==> src/rtl/dual_issue_gate.sv <==
module dual_issue_gate #(
  parameter int REG_W = 5,
  localparam int NREG = 1 << REG_W
) (
  input  logic             a_vld,
  input  logic [2:0]       a_cls,
  input  logic [REG_W-1:0] a_dst,
  input  logic [REG_W-1:0] a_s1,
  input  logic [REG_W-1:0] a_s2,
  input  logic             b_vld,
  input  logic [2:0]       b_cls,
  input  logic [REG_W-1:0] b_dst,
  input  logic [REG_W-1:0] b_s1,
  input  logic [REG_W-1:0] b_s2,
  input  logic [NREG-1:0]  busy,
  output logic             a_go,
  output logic             b_go,
  output logic [1:0]       go_cnt
);
  localparam logic [2:0] K_MEM  = 3'd1;
  localparam logic [2:0] K_FMUL = 3'd2;
  localparam logic [2:0] K_FADD = 3'd3;
  localparam logic [2:0] K_BR   = 3'd4;

  logic [NREG-1:0] pend;
  assign pend = {busy[NREG-1:1], 1'b0};

  logic a_mem, b_mem, a_fp, b_fp, a_wr;
  assign a_mem = (a_cls == K_MEM);
  assign b_mem = (b_cls == K_MEM);
  assign a_fp  = (a_cls == K_FMUL) || (a_cls == K_FADD);
  assign b_fp  = (b_cls == K_FMUL) || (b_cls == K_FADD);
  assign a_wr  = (a_dst != '0);

  logic b_raw, b_waw, b_struct;
  assign b_raw    = a_wr && ((b_s1 == a_dst) || (b_s2 == a_dst));
  assign b_waw    = a_wr && (b_dst == a_dst);
  assign b_struct = (a_mem && b_mem) || (a_fp && b_fp) || (a_cls == K_BR);

  assign a_go   = a_vld && !pend[a_s1] && !pend[a_s2];
  assign b_go   = a_go && b_vld && !pend[b_s1] && !pend[b_s2]
                  && !b_raw && !b_waw && !b_struct;
  assign go_cnt = {a_go & b_go, a_go ^ b_go};
endmodule


==> config.mk <==
export PLATFORM = sky130hd
export DESIGN_NAME = dual_issue_gate
export DESIGN_NICKNAME = d
export VERILOG_FILES = /design/src/rtl/dual_issue_gate.sv
export SDC_FILE = /design/constraint.sdc
export NUM_CORES = 1
export LEC_CHECK = 0
export BUFFER_PORTS_ARGS = -buffer_cell sky130_fd_sc_hd__buf_2
export CORE_MARGIN = 5
export CORE_UTILIZATION = 48
export DETAILED_ROUTE_END_ITERATION = 12
export PLACE_DENSITY = 0.85
export SYNTH_ARGS = -nofsm -noshare
export SYNTH_HDL_FRONTEND = slang
export SYNTH_SLANG_ARGS = --single-unit
==> constraint.sdc <==
create_clock -name vclk -period 4.48
set_clock_uncertainty 0.1 [all_clocks]
set_input_delay 0.896 -clock vclk [all_inputs]
set_output_delay 0.896 -clock vclk [all_outputs]
set_load 0.005 [all_outputs]
==> out/results.txt <==
The run gives 1489 as the number of global-route vias before repair. Largest area contributor in the netlist: sky130_fd_sc_hd__mux4_2. For this run the aggregate overflow at the end of global routing stands at 0.

After synthesis, flip-flops and latches occupy 0% of the total area. The filler cells instantiated in the layout total 248. The number of cells on the worst hold path is 3, and the net switching share of the total power is 46.5%. The die height was 64.0 um; the first-pass iteration count of the detailed router was 5.

By area the synthesized netlist is led by sky130_fd_sc_hd__mux4_2 (31%), sky130_fd_sc_hd__mux2i_1 (10%), sky130_fd_sc_hd__mux4_1 (7.5%). The number of nets in the synthesized netlist is 209. At the end of the flow the core is filled with cells to 62.7%. The critical path is of the input port to primary output type. The layout net count is 272, and the combinational share of power is 100.0%.

The routed length per placed instance was 18.9 um; the final number of setup-violating endpoints was 0. The number of different library cells in the post-synthesis netlist came out at 40. I/O pin total: 74. The tools report the residual antenna-violating net count after detailed routing as 0. In this run the cell area of the synthesized design comes to 0.00140 mm^2. The total die area is 0.00409 mm^2. The max-slew violation total from the final report was 0. Once the clock tree was built, the resizer swapped 0 gates to a different size. Routing layer with the top usage in global route: met2. 0 antenna diodes ended up in the layout. The all-layer global routing usage came out at 20.4%.

From synthesis to final layout, the design area changed by 24.7%. The number of warnings issued by yosys is 0. After legalization and detailed placement, the total HPWL measured 3780 um. The part of the total power dissipated in sequential elements was 0%. In the layout the commonest cells are sky130_fd_sc_hd__buf_2 (73), sky130_fd_sc_hd__mux4_2 (19), sky130_fd_sc_hd__mux2i_1 (14).

The tightest min-delay check is of the input port to primary output type. The number of setup buffers added after CTS is 0. The library cell used most frequently in the layout, excluding fill and tap cells, is sky130_fd_sc_hd__buf_2.

In this run the standard cell core region covers 0.00278 mm^2. Dividing the final minimum period by the clock period gives 93.8%. The tools report the initial antenna violation count as 0. The met3 global-route usage is 1.75%, and the share of post-route cells with drive strength above 1 is 52.8%. The largest net degree at the start of global routing is 13. The worst setup path is captured at a primary output.

After detailed routing, the number of remaining DRC violations is 0. The routing usage on met1 was 27.7%. For hold timing, the worst endpoint is b_go. The wire length of the first global-routing pass is 7000 um.

Setup repair after global routing left no endpoint under its margin. The final-report hold violation count was 0; the number of sequential storage elements was 0. The internal power of the cells totals 91.9 uW. The mean cell area of the mapped netlist is 10.1 um^2, and the total power density per cell area is 98.5 mW/mm^2.

Using the TritonRoute via totals, the vias-per-cell ratio works out to 6.53. The number of design-rule violations left by the first detailed-router iteration was 52. The startpoint identified for the worst hold timing path is b_s2[4]. The aggregate negative setup slack came out at 0 ns. Once placement finished, the instance area stood at 0.00174 mm^2. For the pin with the worst max-slew slack, the measured transition is 0.526 ns. The run gives 3.48 ns as the required time of the critical path. After detailed routing, the total wire length is 4340 um.

Headroom to the max-slew limit came out at 64.5%. The worst setup path is launched from an input port. Data arrives at the worst endpoint at 3.20 ns. The run gives 36.9% as the met2 track utilization from global routing. The routed layout has 1503 vias. Derived from the worst setup path, the maximum achievable clock frequency is 238 MHz.

The clock network is responsible for 0% of the overall power. The worst-path maximum fanout came out at 7. The number of violations of the max-capacitance limit was 0; the total of clock buffers placed in the layout was 0. The analysis attributes to cell leakage a power of 0.000757 uW. The run finished with clean final reports. The logs give 138 for the post-synthesis cell count and 50.3% for the effective utilization at floorplan. The logs give 0.868 for the placer's final routability congestion estimate and 0.00174 mm^2 for the post-route cell area. The tools report the peak supply drop as 63.8 uV.

The multi-input combinational cells in the finished layout cover a total of 0.00131 mm^2. For the sequential standard cell area, the log shows 0 um^2. The final critical path time including I/O delays and setup works out to 4.20 ns. Summed over all nets, the switching power comes to 79.9 uW. Row generation in the floorplan step produced 19 rows. The portion of synthesized cell area occupied by the leading cell type came out at 30.6%.

In this run, post-CTS hold repair placed 0 buffers. During placement, the flow inserted port buffers numbering 73. Die extent in x: 64.0 um.
## logic make-up (layout without fill, tap and decap cells)
group                      after synthesis  in the layout  synth area share (%)
buffers and inverters                   18             79                  6.35
xor gates and xnor gates                15             15                  9.39
AOI/OAI and AO/OA                       26             26                  15.4
and+or+nand+nor                         34             34                  14.2
adders and majority gates                1              1                 0.894
muxes                                   44             44                  53.8
## per-layer routing
layer  routed length (um)  vias up
met4                   17        0
met2                 2240       85
met3                  387        4
li1                     -      699
met1                 1700      715
met5                    0        -
## worst max-delay path by stage
stage,startpoint,to,slack [ns],depth (start not counted)
finish,a_s1[0],go_cnt[0],0.28,9
detailed placement,a_s1[0],go_cnt[0],0.30,9
global route,a_s1[0],go_cnt[0],0.17,9
CTS,a_s1[0],go_cnt[0],0.29,9
global placement,a_s1[0],go_cnt[0],0.34,9
floorplan,a_s2[0],go_cnt[0],0.68,7
## area by class of cell
type,count,area share (%)
inverters,4,0.861
repair buffers,75,21.8
well taps,31,2.22
multi-input cells,120,75.1
## power by group through the flow
stage	Sequential (uW)	Combinational [uW]	Clock, uW
finish	0	172	0
global route	0	186	0
CTS	0	171	0
detailed placement	0	171	0
global placement	0	167	0
floorplan	0	110	0
## cell usage after synthesis, types with 2 or more instances
| cell | count |
|---|---|
| sky130_fd_sc_hd__a211oi_1 | 3 |
| sky130_fd_sc_hd__nand4_1 | 2 |
| sky130_fd_sc_hd__o211ai_1 | 2 |
| sky130_fd_sc_hd__nor4bb_1 | 2 |
| sky130_fd_sc_hd__clkbuf_1 | 3 |
| sky130_fd_sc_hd__inv_1 | 4 |
| sky130_fd_sc_hd__nor2b_1 | 6 |
| sky130_fd_sc_hd__mux2_2 | 7 |
| sky130_fd_sc_hd__buf_1 | 4 |
| sky130_fd_sc_hd__or4_1 | 2 |
| sky130_fd_sc_hd__nor3_1 | 2 |
| sky130_fd_sc_hd__buf_6 | 2 |
| sky130_fd_sc_hd__buf_2 | 5 |
| sky130_fd_sc_hd__a21oi_1 | 5 |
| sky130_fd_sc_hd__nand2_1 | 5 |
| sky130_fd_sc_hd__nor2_1 | 5 |
| sky130_fd_sc_hd__mux4_2 | 19 |
| sky130_fd_sc_hd__nor4_1 | 3 |
| sky130_fd_sc_hd__xor2_1 | 7 |
| sky130_fd_sc_hd__xnor2_1 | 8 |
| sky130_fd_sc_hd__mux4_1 | 4 |
| sky130_fd_sc_hd__a221oi_1 | 2 |
| sky130_fd_sc_hd__nand3_1 | 3 |
| sky130_fd_sc_hd__a31oi_1 | 4 |
| sky130_fd_sc_hd__mux2i_1 | 14 |
## worst max-delay path: stages
cell and delay, ns:
sky130_fd_sc_hd__buf_2 0.19, sky130_fd_sc_hd__mux4_2 0.51, sky130_fd_sc_hd__and2b_4 0.17, sky130_fd_sc_hd__a211oi_1 0.27, sky130_fd_sc_hd__o2111a_1 0.25, sky130_fd_sc_hd__o211ai_2 0.13, sky130_fd_sc_hd__a2111oi_4 0.35, sky130_fd_sc_hd__ha_1 0.29
sky130_fd_sc_hd__buf_2 0.13
## per-stage QoR
stage / instances / total power, uW / worst slack [ns] / hold WS, ns
5_1_grt: 230 / 186 / 0.174 / 2.10
3_5_place_dp: 230 / 171 / 0.301 / 2.07
3_3_place_gp: 230 / 167 / 0.337 / 2.06
6_report: 230 / 172 / 0.279 / 2.08
2_1_floorplan: 138 / 110 / 0.677 / 1.74
4_1_cts: 230 / 171 / 0.291 / 2.07
Power figures use the tool's default switching activity.
